===== src/rtl/pmic_wake_pkg.sv =====
package pmic_wake_pkg;
  localparam int unsigned CFG_W      = 32;
  localparam int unsigned STRB_W     = CFG_W / 8;
  localparam int unsigned ARM_BIT    = 16;

  typedef struct packed {
    logic cfgLoad;   // whole-word write accepted this cycle
  } ctlStrobes_t;
endpackage


===== src/rtl/pmic_wake_dp.sv =====
module pmic_wake_dp
  import pmic_wake_pkg::*;
#(
  parameter int unsigned NUM_WAKE    = 4,
  parameter int unsigned SYNC_STAGES = 2
) (
  input  logic                clk,
  input  logic                rstN,
  input  ctlStrobes_t         strobes,
  input  logic                cfgWrEn,
  input  logic [STRB_W-1:0]   cfgWrStrb,
  input  logic [CFG_W-1:0]    cfgWrData,
  input  logic [NUM_WAKE-1:0] wakeIn,
  output logic [CFG_W-1:0]    cfgRdData,
  output logic                ctlArmed,
  output logic                wakeHit
);
  localparam int unsigned POL_LSB = NUM_WAKE;

  logic [NUM_WAKE-1:0] wakeEnQ;
  logic [NUM_WAKE-1:0] wakePolQ;
  logic                armQ;
  logic [NUM_WAKE-1:0] pinSync;
  logic [NUM_WAKE-1:0] pinActive;

  always_ff @(posedge clk or negedge rstN) begin
    if (!rstN) begin
      wakeEnQ  <= '0;
      wakePolQ <= '0;
      armQ     <= 1'b0;
    end else if (strobes.cfgLoad) begin
      wakeEnQ  <= cfgWrData[NUM_WAKE-1:0];
      wakePolQ <= cfgWrData[POL_LSB +: NUM_WAKE];
      armQ     <= cfgWrData[ARM_BIT];
    end
  end

  for (genvar p = 0; p < NUM_WAKE; p++) begin : g_pin
    logic [SYNC_STAGES-1:0] shQ;
    always_ff @(posedge clk or negedge rstN) begin
      if (!rstN) shQ <= '0;
      else       shQ <= {shQ[SYNC_STAGES-2:0], wakeIn[p]};
    end
    assign pinSync[p]   = shQ[SYNC_STAGES-1];
    // polarity 1 = active low, 0 = active high
    assign pinActive[p] = wakeEnQ[p] & (pinSync[p] ^ wakePolQ[p]);
  end

  assign wakeHit  = |pinActive;
  assign ctlArmed = armQ;

  always_comb begin
    cfgRdData                       = '0;
    cfgRdData[NUM_WAKE-1:0]         = wakeEnQ;
    cfgRdData[POL_LSB +: NUM_WAKE]  = wakePolQ;
    cfgRdData[ARM_BIT]              = armQ;
  end

  AST_PARTIAL_WRITE_DROPPED: assert property (@(posedge clk) disable iff (!rstN)
    (cfgWrEn && cfgWrStrb != '1) |=> $stable(cfgRdData));
  AST_DISABLED_NO_HIT: assert property (@(posedge clk) disable iff (!rstN)
    (cfgRdData[NUM_WAKE-1:0] == '0) |-> !wakeHit);
endmodule


===== src/rtl/pmic_pwr_ctrl.sv =====
module pmic_pwr_ctrl
  import pmic_wake_pkg::*;
(
  input  logic              clk,
  input  logic              rstN,
  input  logic              cfgWrEn,
  input  logic [STRB_W-1:0] cfgWrStrb,
  input  logic              alarm1Evt,
  input  logic              alarm2Evt,
  input  logic              ctlArmed,
  input  logic              wakeHit,
  output ctlStrobes_t       strobes,
  output logic              pwrEnOut
);
  logic pwrOnQ;
  logic pwrOnD;

  always_comb begin
    strobes         = '0;
    strobes.cfgLoad = cfgWrEn && (cfgWrStrb == '1);
  end

  always_comb begin
    if (!ctlArmed)   pwrOnD = 1'b1;
    else if (pwrOnQ) pwrOnD = !alarm2Evt;
    else             pwrOnD = wakeHit || alarm1Evt;
  end

  always_ff @(posedge clk or negedge rstN) begin
    if (!rstN) pwrOnQ <= 1'b1;
    else       pwrOnQ <= pwrOnD;
  end

  assign pwrEnOut = pwrOnQ;

  AST_DISARMED_ON: assert property (@(posedge clk) disable iff (!rstN)
    !ctlArmed |=> pwrEnOut);
  AST_ALARM2_OFF: assert property (@(posedge clk) disable iff (!rstN)
    (pwrEnOut && ctlArmed && alarm2Evt) |=> !pwrEnOut);
  AST_FALL_CAUSE: assert property (@(posedge clk) disable iff (!rstN)
    $fell(pwrEnOut) |-> $past(alarm2Evt));
  AST_WAKE_ON: assert property (@(posedge clk) disable iff (!rstN)
    (!pwrEnOut && wakeHit) |=> pwrEnOut);
  AST_ALARM1_ON: assert property (@(posedge clk) disable iff (!rstN)
    (!pwrEnOut && alarm1Evt) |=> pwrEnOut);
endmodule


===== src/rtl/pmic_pwr_wake.sv =====
module pmic_pwr_wake
  import pmic_wake_pkg::*;
#(
  parameter int unsigned NUM_WAKE    = 4,
  parameter int unsigned SYNC_STAGES = 2
) (
  input  logic                clk,
  input  logic                rstN,
  input  logic                cfgWrEn,
  input  logic [STRB_W-1:0]   cfgWrStrb,
  input  logic [CFG_W-1:0]    cfgWrData,
  output logic [CFG_W-1:0]    cfgRdData,
  input  logic                alarm1Evt,
  input  logic                alarm2Evt,
  input  logic [NUM_WAKE-1:0] wakeIn,
  output logic                pwrEnOut
);
  ctlStrobes_t strobes;
  logic        ctlArmed;
  logic        wakeHit;

  pmic_wake_dp #(.NUM_WAKE(NUM_WAKE), .SYNC_STAGES(SYNC_STAGES)) u_dp (
    .clk(clk), .rstN(rstN), .strobes(strobes),
    .cfgWrEn(cfgWrEn), .cfgWrStrb(cfgWrStrb), .cfgWrData(cfgWrData),
    .wakeIn(wakeIn), .cfgRdData(cfgRdData),
    .ctlArmed(ctlArmed), .wakeHit(wakeHit)
  );

  pmic_pwr_ctrl u_ctrl (
    .clk(clk), .rstN(rstN), .cfgWrEn(cfgWrEn), .cfgWrStrb(cfgWrStrb),
    .alarm1Evt(alarm1Evt), .alarm2Evt(alarm2Evt),
    .ctlArmed(ctlArmed), .wakeHit(wakeHit),
    .strobes(strobes), .pwrEnOut(pwrEnOut)
  );
endmodule


===== config.mk =====
export PLATFORM = sky130hd
export DESIGN_NAME = pmic_pwr_wake
export DESIGN_NICKNAME = d
export VERILOG_FILES = /design/src/rtl/pmic_wake_pkg.sv /design/src/rtl/pmic_wake_dp.sv /design/src/rtl/pmic_pwr_ctrl.sv /design/src/rtl/pmic_pwr_wake.sv
export SDC_FILE = /design/constraint.sdc
export NUM_CORES = 1
export LEC_CHECK = 0
export BUFFER_PORTS_ARGS = -buffer_cell sky130_fd_sc_hd__buf_2
export CELL_PAD_IN_SITES_DETAIL_PLACEMENT = 0
export CELL_PAD_IN_SITES_GLOBAL_PLACEMENT = 1
export CORE_AREA = 8 8 65 67
export DETAILED_ROUTE_END_ITERATION = 12
export DIE_AREA = 0 0 73 75
export GPL_TIMING_DRIVEN = 0
export PLACE_DENSITY = 0.92
export RECOVER_POWER = 25
export SETUP_SLACK_MARGIN = 0.3
export SLEW_MARGIN = 40
export SYNTH_ARGS = -nofsm -noshare
export SYNTH_HDL_FRONTEND = slang
export SYNTH_SLANG_ARGS = --single-unit

===== constraint.sdc =====
create_clock -name clk -period 2 [get_ports clk]
set_input_delay 0.4 -clock clk [delete_from_list [all_inputs] [get_ports clk]]
set_output_delay 0.4 -clock clk [all_outputs]
set_load 0.01 [all_outputs]

==> results of run 1 <==
cells in the mapped netlist (all sizes together):
cell / number
and3: 1
dfstp: 1
a2111oi: 1
a32oi: 1
inv: 1
buf: 24
dfrtp: 17
nand3: 1
a222oi: 1
mux2: 9
xor2: 4
conb: 1
stage by stage:
stage               util (%)  total power [mW]  cell area, µm²  cells  setup WS (ns)
global route           35.66            0.9269            1152    165         0.5989
floorplan                  -            0.6088           914.6     84         0.8531
global placement       34.88            0.6972            1127    161         0.7130
detailed placement     34.88            0.7098            1127    161         0.6799
CTS                    35.69            0.8838            1154    165         0.6237
finish                 35.66            0.8749            1152    165         0.6428
cells by family (layout without fill, tap and decap cells):
group / after synthesis / after routing
buffers and inverters: 25 / 60
DFF: 18 / 18
muxes: 9 / 9
xor gates and xnor gates: 4 / 4
AOI/OAI and AO/OA: 3 / 3
and+or+nand+nor: 2 / 2
other: 1 / 23
layout make-up:
| type | count | area, µm² | area share (%) |
|---|---|---|---|
| sequential | 18 | 451.7 | 39.20 |
| multi-input combinational | 41 | 279.0 | 24.21 |
| buffer | 24 | 180.2 | 15.64 |
| timing repair buffer | 31 | 153.9 | 13.36 |
| tap | 46 | 57.56 | 4.995 |
| clock buffer | 4 | 26.28 | 2.280 |
| inverter | 1 | 3.754 | 0.3257 |
power by group through the flow:
| stage | Combinational [mW] | Clock (mW) | Sequential [mW] |
|---|---|---|---|
| finish | 0.237 | 0.175 | 0.463 |
| CTS | 0.239 | 0.181 | 0.464 |
| global placement | 0.232 | 0 | 0.465 |
| global route | 0.260 | 0.196 | 0.472 |
| detailed placement | 0.239 | 0 | 0.471 |
| floorplan | 0.126 | 0 | 0.483 |
path summary, 6_finish.rpt:
kind | from | end | slack (ns) | cells past startpoint
min | rstN | u_dp.wakeEnQ[0] | 0.21 | 1
max in group asynchronous | rstN | u_dp.ctlArmed | 1.24 | 1
max reg2reg | u_dp.wakePolQ[2] | u_ctrl.pwrEnOut | 0.78 | 3
min reg2reg | u_dp.g_pin[3].shQ[0] | u_dp.g_pin[3].shQ[1] | 0.36 | 0
max | u_dp.ctlArmed | cfgRdData[16] | 0.64 | 2
min in group clk | wakeIn[3] | u_dp.g_pin[3].shQ[0] | 0.22 | 1
sequential cells by signal (all words and copies together), names as in the netlist:
| signal | cells |
|---|---|
| u_ctrl.pwrEnOut | 1 |
| u_dp.wakeEnQ | 4 |
| u_dp.wakePolQ | 4 |
| u_dp.g_pin.shQ | 8 |
| u_dp.ctlArmed | 1 |
layer usage:
| metal | vias up | global-route usage (%) |
|---|---|---|
| met3 | 4 | 3.063 |
| met1 | 248 | 6.231 |
| li1 | 274 | - |
| met4 | 0 | 5.556 |
| met5 | - | 0 |
| met2 | 42 | 10.63 |
worst max-delay path: stages, from the launching register on:
cell and delay (ns):
dfrtp_1 0.42, buf_4 0.14, buf_2 0.13
==> impl_metrics.yaml, run 1 <==
outcome:
  outcome: "completed"
detailed_routing:
  wl_per_cell_um: 10.24
  postRouteAntennaNets: 0
  drt-total-wl_um: 1689
  met2_length_um: 779
  drc: 0
  first_pass_iters: 4
  top_layer: "met4"
  wl_met1_um: 611
  dr_wl_met3_um: 252
  route.vias.total: 568
  drt_iter0_drc: 4
  routed_via_density: 3.442
clock_network:
  clkLatencyLatePin_ns: 0.28
  holdBufCountCts: 0
  cts_root_buf: "clkbuf_4"
  post_cts_resized: 0
  clock-sinks: 18
  cts.clk_slew.worst_paths_ns: 0.09
  htreeDepth: 1
  numCtsBuffers: 3
  cts_tree: "yes"
  postCtsSetupBuffers: 0
  cts_buffer_depth: 2
power_and_ir_drop:
  switching_share_pct: 28.42
  combPwrFrac_pct: 27.1
  clkPwrFrac_pct: 20.0
  internal-power_mw: 0.6262
  p_per_area_nw_per_um2: 759.2
  seqPwrFrac_pct: 52.9
  p_leak_nw: 0.6301
  irDropWorstVdd_v: 0.0004542
  power.net_switching_mw: 0.2486
floorplanning:
  die_area_um2: 5475
  num_rows: 21
  die_w_um: 73
  core_area_um2: 3232
  initial_core_util_pct: 25.75
  io_pins: 78
  die_height_um: 75
synth:
  synth-adder-area-share_pct: 0
  synth_top_family_by_area: "buffers and inverters"
  ys_ff_latch: 18
  synthSimpleGateAreaFrac_pct: 3.459
  netlist.area_leader.share_pct: 51.13
  synth_area_leaders: "dfrtp_1 51%, buf_4 22%, mux2_2 12%, xor2_1 4.2%, dfstp_2 3.2%"
  synth_compound_area_share_pct: 3.308
  ys_warn_count: 0
  synth.distinct_cells: 12
  synthMuxAreaShare_pct: 12.18
  syn-mean-instance-area_um2: 13.42
  synth_seq_area_share_pct: 54.29
  synth.largest_area_cell: "dfrtp_1"
  synthXorXnorAreaFrac_pct: 4.211
  postSynthCellCount: 62
  syn_area_um2: 832.0
cells_and_area:
  layout-drive-gt1-share_pct: 57.98
  nFillCells: 340
  n_antenna_cell: 0
  final_cell_mix: "30 x buf_2, 24 x buf_4, 23 x conb_1, 17 x dfrtp_1, 9 x mux2_2"
  synthToLayoutAreaGrowth_pct: 38.50
  nets: 165
  final_common_cell: "buf_2"
global_route:
  grt_usage_pct: 6.542
  grt_max_degree: 19
  antenna_found_initial: 0
  globalRouteOverflowTotal: 0
  grt_pass1_wl_um: 2808
  grt_pass1_vias: 672
timing:
  fin_skew_ns: 0.003755
  setup-violations-final: 0
  post-route-min-period_ns: 1.357
  holdWs_ns: 0.2139
  hold_viol_final: 0
  fmax_mhz: 736.8
  tightestPinTransition_ns: 0.8974
  post-route-period-util_pct: 67.86
  rsz0062_at_grt: "false"
  timing.setup.tns_ns: 0
  slew_viol_final: 0
  timing.slew.headroom_pct: 40.17
setup_path:
  required_ns: 1.60
  cp-start-kind: "register"
  worstSetupPathType: "register to output port"
  endpoint_kind: "output port"
  crit_arrival_ns: 0.96
  path_max_fanout: 4
placed_design:
  routabilityCongestion: 0.6238
  numPortBuffers: 31
flow_run:
  cap_viol_max_count: 0
min_path:
  min_path_type: "input port to async pin"
Power figures use the tool's default switching activity.
==> run 2, diff against run 1 <==
Settings changed: ABC_AREA set to 1, CORE_AREA 8 8 65 67 to 8 8 73 75, DIE_AREA 0 0 73 75 to 0 0 81 83, PLACE_DENSITY 0.92 to 0.82.
Clock period 2 ns to 1.1 ns, I/O delays scaled along.
==> run 2 against run 1 <==
The run now ends with setup timing left. First-iteration DRC count up 25%. Via count up 23%. Routed wire length up 39%. Critical path type unchanged. Critical endpoint is now pwrEnOut. Largest power group unchanged.
==> impl_metrics.yaml, run 2 <==
outcome:
  violations: "setup timing"
  outcome: "finished, violations left"
clock_network:
  htreeDepth: 1
  cts.clk_slew.worst_paths_ns: 0.07
  cts_tree: "yes"
  clkLatencyLatePin_ns: 0.25
  cts_root_buf: "clkbuf_8"
  cts_buffer_depth: 2
  clock-sinks: 18
  numCtsBuffers: 3
global_route:
  met1_usage_pct: 7.506
  grt_usage_pct: 6.775
  busiest_layer: "met2"
  grt_pass1_wl_um: 3553
  antenna_found_initial: 0
  grt_pass1_vias: 760
  globalRouteOverflowTotal: 0
  met2_usage_pct: 12.04
  grt_max_degree: 19
  grt_use_met3_pct: 2.155
setup_path:
  worstSetupPathType: "register to output port"
  reg2reg_slack_ns: 0.09
  required_ns: 0.88
  r2r-end: "u_dp.ctlArmed"
  endpoint_kind: "output port"
  rr_worst_depth: 3
  cp_top_family: "flip-flops"
  cp_slowest_cell: "dfstp_2"
  slowest_delay_ns: 0.54
  timing.rr.start: "u_dp.ctlArmed"
  crit_arrival_ns: 0.89
  path_max_fanout: 2
  cp-start-kind: "register"
  crit_buf_inv: 1
  cp_cell_sequence: "buf_6"
timing:
  holdWs_ns: 0.06811
  slew_viol_final: 0
  post-route-min-period_ns: 1.112
  post-route-period-util_pct: 101.1
  fin_ws_ns: -0.01210
  rsz0062_at_grt: "true"
  fin_skew_ns: 0.002706
  timing.setup.tns_ns: -0.01989
  setup-violations-final: 2
  hold_viol_final: 0
  fmax_mhz: 899.2
cells_and_area:
  final_common_cell: "buf_4"
  largest_register: "u_dp.g_pin.shQ"
  final_cell_mix: "29 x buf_4, 23 x conb_1, 19 x buf_6, 19 x buf_2, 17 x dfrtp_1"
  largest_reg_flops: 8
  largest_registers: "u_dp.g_pin.shQ (8), u_dp.wakeEnQ (4), u_dp.wakePolQ (4)"
  layout-drive-gt1-share_pct: 52.53
  fin_area_um2: 1478
  nFillCells: 447
  synthToLayoutAreaGrowth_pct: 66.57
  n_antenna_cell: 0
  fin_util_pct: 35.15
  instances_no_fill: 210
  nets: 204
placed_design:
  preCtsSetupSlack_ns: -0.04271
  dp.cells: 192
  hpwl_um: 1692
  routabilityCongestion: 0.6812
  place_area_um2: 1202
  numPortBuffers: 31
min_path:
  hold_end: "u_dp.g_pin[0].shQ[0]"
  min_from: "wakeIn[0]"
  min_path_type: "input port to register"
  hold_path_depth: 1
synth:
  synth_seq_area_share_pct: 50.92
  yosysMostFrequentCell: "buf_4"
  async_flop_share_pct: 100.0
  synth.largest_area_cell: "dfrtp_1"
  synth-edff-count: 0
  synth_area_leaders: "dfrtp_1 48%, buf_4 20%, nand2_1 6.3%, mux2_2 3.8%, inv_1 3.4%"
  ys_warn_count: 0
  syn-mean-instance-area_um2: 10.20
  postSynthCellCount: 87
  synthTopCellsByCount: "24 x buf_4, 17 x dfrtp_1, 15 x nand2_1"
  syn_area_um2: 887.1
  synth.distinct_cells: 16
  ys_ff_latch: 18
  synth_top_flop_cell: "dfrtp_1"
  netlist.area_leader.share_pct: 47.95
power_and_ir_drop:
  p_leak_nw: 0.8118
  power_mw: 2.123
  irDropWorstVdd_v: 0.0004760
  p_per_area_nw_per_um2: 1437
detailed_routing:
  drc: 0
  postRouteAntennaNets: 0
  drt_iter0_drc: 5
  route.vias.total: 699
  routed_via_density: 3.329
  drt-total-wl_um: 2344
  wl_per_cell_um: 11.16
  first_pass_iters: 3
floorplanning:
  core_area_um2: 4204
  die_area_um2: 6723
  die_height_um: 83
  io_pins: 78
  num_rows: 24
  die_w_um: 81
  initial_core_util_pct: 21.10
flow_run:
  cap_viol_max_count: 0
## run 2: repair_timing
item | 4_1_cts | 5_1_grt
pin swaps | 2 | 3
hold buffers | 1 | 0
setup buffers | 9 | 4
setup endpoints to repair | 13 | 38
gates resized for setup | 14 | 10
hold endpoints to repair | 17 | 0
## run 2: cell families (layout without fill, tap and decap cells)
logic type             Yosys count  after routing  share of synthesized area (%)
AO/OA/AOI/OAI                    5              5                          3.103
buffers and inverters           33             82                          25.39
flip-flops                      18             18                          50.92
AND/OR/NAND/NOR                 25             25                          12.98
multiplexers                     5              5                          7.193
other                            1             23                         0.4227
## run 2: where the power goes
| group | total [mW] | internal, mW | switching, mW |
|---|---|---|---|
| combinational | 0.729 | 0.453 | 0.276 |
| sequential | 0.845 | 0.765 | 0.0802 |
| clock | 0.549 | 0.318 | 0.231 |
## run 2: area by class of cell
type	instances	area, µm²	area share, %
Timing Repair Buffer	45	357.8	24.22
Tap cell	52	65.06	4.403
Clock buffer	4	55.05	3.726
Multi-Input combinational cell	58	319.1	21.59
Buffer	25	198.9	13.46
Inverter	8	30.03	2.032
Sequential cell	18	451.7	30.57
## run 2: metal layers
| layer | part of all wire, % | vias up |
|---|---|---|
| met5 | 0 | - |
| met4 | 0 | 0 |
| met3 | 8.6 | 0 |
| met2 | 53 | 26 |
| met1 | 39 | 311 |
| li1 | - | 362 |
## run 2: worst register-to-register path: stages (launching register included)
cell and delay, ns:
dfrtp_1 0.41, buf_6 0.12, buf_6 0.10, mux2_4 0.26
## run 2: worst max path at each step
stage / from / endpoint / slack, ns / cells after the start
global route: u_ctrl.pwrEnOut / pwrEnOut / -0.04 / 1
detailed placement: cfgWrStrb[1] / u_dp.wakeEnQ[2] / -0.04 / 5
floorplan: cfgWrStrb[1] / u_dp.wakeEnQ[1] / 0.15 / 4
global placement: cfgWrStrb[1] / u_dp.wakeEnQ[1] / -0.04 / 5
finish: u_ctrl.pwrEnOut / pwrEnOut / -0.01 / 1
CTS: u_ctrl.pwrEnOut / pwrEnOut / -0.02 / 1
==> run 3, diff against run 2 <==
Settings changed: CORE_AREA 8 8 73 75 to 8 8 91 61, DIE_AREA 0 0 81 83 to 0 0 99 69, SKIP_LAST_GASP set to 1.
==> run 3 against run 2 <==
Routed wire length decreased by 13%. First-iteration DRC count increased by 80%. Global-route usage decreased by 0.43 points. Worst hold slack improved by 0.0019 ns. Final cell count decreased by 1.9%. Setup slack improved by 0.00062 ns. Utilization decreased by 1.4 points. Register-to-register slack improved by 0.04 ns. Largest power group unchanged. The run still ends with setup timing left. Die area increased by 1.6%. Combinational power decreased by 9.1%. Clock power decreased by 2%. Design area decreased by 2.7%. Critical path type unchanged.
==> impl_metrics.yaml, run 3 (synthesized netlist as in run 2, its figures left out) <==
timing:
  slew_viol_final: 0
  hold_viol_final: 0
  timing.setup.tns_ns: -0.01149
  post-route-period-util_pct: 101.0
  fin_ws_ns: -0.01149
  rsz0062_at_grt: "true"
  setup-violations-final: 1
  fin_skew_ns: 0.004138
  post-route-min-period_ns: 1.111
  fmax_mhz: 899.7
clock_network:
  cts_root_buf: "clkbuf_8"
  cts_tree: "yes"
  clkLatencyLatePin_ns: 0.25
  clock-sinks: 18
  numCtsBuffers: 3
  cts_buffer_depth: 2
  cts.clk_slew.worst_paths_ns: 0.07
  htreeDepth: 1
power_and_ir_drop:
  irDropWorstVdd_v: 0.0007576
  power_mw: 2.044
  internal-power_mw: 1.480
  p_leak_nw: 0.7843
  power.net_switching_mw: 0.5633
  clkPwrFrac_pct: 26.2
  combPwrFrac_pct: 32.4
  switching_share_pct: 27.57
  seqPwrFrac_pct: 41.3
  p_per_area_nw_per_um2: 1422
setup_path:
  crit_arrival_ns: 0.89
  cp-start-kind: "register"
  endpoint_kind: "output port"
  worstSetupPathType: "register to output port"
  cp_top_family: "flip-flops"
  cp_slowest_cell: "dfstp_2"
  slowest_delay_ns: 0.54
  path_max_fanout: 2
  required_ns: 0.88
  crit_buf_inv: 1
  cp_cell_sequence: "buf_6"
placed_design:
  routabilityCongestion: 0.6491
  hpwl_um: 1677
  numPortBuffers: 31
  preCtsSetupSlack_ns: -0.05497
floorplanning:
  io_pins: 78
  die_height_um: 69
  num_rows: 19
  die_area_um2: 6831
  die_w_um: 99
  initial_core_util_pct: 20.85
  core_area_um2: 4255
global_route:
  grt_max_degree: 19
  grt_pass1_vias: 698
  antenna_found_initial: 0
  grt_pass1_wl_um: 3477
  grt_usage_pct: 6.350
  globalRouteOverflowTotal: 0
detailed_routing:
  first_pass_iters: 4
  wl_per_cell_um: 9.942
  routed_via_density: 3.160
  postRouteAntennaNets: 0
  drt-total-wl_um: 2048
  drc: 0
  route.vias.total: 651
  drt_iter0_drc: 9
cells_and_area:
  nets: 200
  final_cell_mix: "26 x buf_4, 23 x conb_1, 21 x buf_2, 17 x dfrtp_1, 16 x buf_6"
  n_antenna_cell: 0
  synthToLayoutAreaGrowth_pct: 62.06
  layout-drive-gt1-share_pct: 54.55
  largest_reg_flops: 8
  largest_registers: "u_dp.g_pin.shQ (8), u_dp.wakeEnQ (4), u_dp.wakePolQ (4)"
  largest_register: "u_dp.g_pin.shQ"
  final_common_cell: "buf_4"
outcome:
  outcome: "finished, violations left"
  violations: "setup timing"
flow_run:
  cap_viol_max_count: 0
min_path:
  min_path_type: "input port to register"
[run 3: cell count changes in the layout (fill, tap and decap cells not counted), moves of 2 or more]
| cell | delta |
|---|---|
| buf_2 | +2 |
| buf_4 | -3 |
| buf_6 | -3 |
| inv_1 | -2 |
| inv_2 | +2 |
| mux2_2 | +3 |
| mux2_4 | -3 |
| nand3_1 | -4 |
| nand3_2 | +4 |
[run 3: final timing paths]
path / startpoint / end / slack, ns / cells past startpoint
max in group asynchronous: rstN / u_ctrl.pwrEnOut / 0.34 / 2
worst min-delay path: wakeIn[2] / u_dp.g_pin[2].shQ[0] / 0.07 / 1
worst max-delay path: u_ctrl.pwrEnOut / pwrEnOut / -0.01 / 1
worst max register to register: u_dp.wakePolQ[0] / u_ctrl.pwrEnOut / 0.13 / 6
min in group asynchronous: rstN / u_dp.wakePolQ[0] / 0.43 / 2
worst min register to register: u_dp.g_pin[3].shQ[0] / u_dp.g_pin[3].shQ[1] / 0.35 / 0
[run 3: what timing repair did]
item	CTS	global route
endpoints found under the setup margin	13	19
resized for setup	10	14
hold endpoints to repair	17	0
pin swaps	1	4
setup buffers	7	2
hold buffers	1	0
[run 3: routing by layer]
layer | global-route usage [%] | vias to the layer above | share of wire (%)
met4 | 0.5076 | 0 | 0
met2 | 10.60 | 29 | 47
met5 | 0 | - | 0
met1 | 6.772 | 269 | 42
met3 | 4.208 | 0 | 11
li1 | - | 353 | -
[run 3: power groups by stage]
stage               logic (mW)  clock network (mW)  registers, mW
floorplan                0.252                   0          0.874
global placement         0.462                   0          0.843
global route             0.729               0.593          0.862
CTS                      0.613               0.564          0.833
detailed placement       0.471                   0          0.844
finish                   0.663               0.536          0.845
[run 3: layout make-up]
type / count / area (µm²)
tap: 52 / 65.06
clock buffer: 4 / 55.05
multi-input combinational: 58 / 325.3
inverter: 8 / 30.03
timing repair buffer: 41 / 311.5
buffer: 25 / 198.9
fill: 439 / 2818
sequential: 18 / 451.7
[run 3: through the flow]
stage	hold WS, ns	instances	area (µm²)	utilization (%)
after global routing	0.05562	206	1438	33.78
after CTS	0.06132	204	1375	32.31
after global placement	0.1757	192	1202	28.26
after floorplan	-0.07559	109	982.2	-
after detailed placement	0.1747	192	1202	28.26
final	0.07005	206	1438	33.78
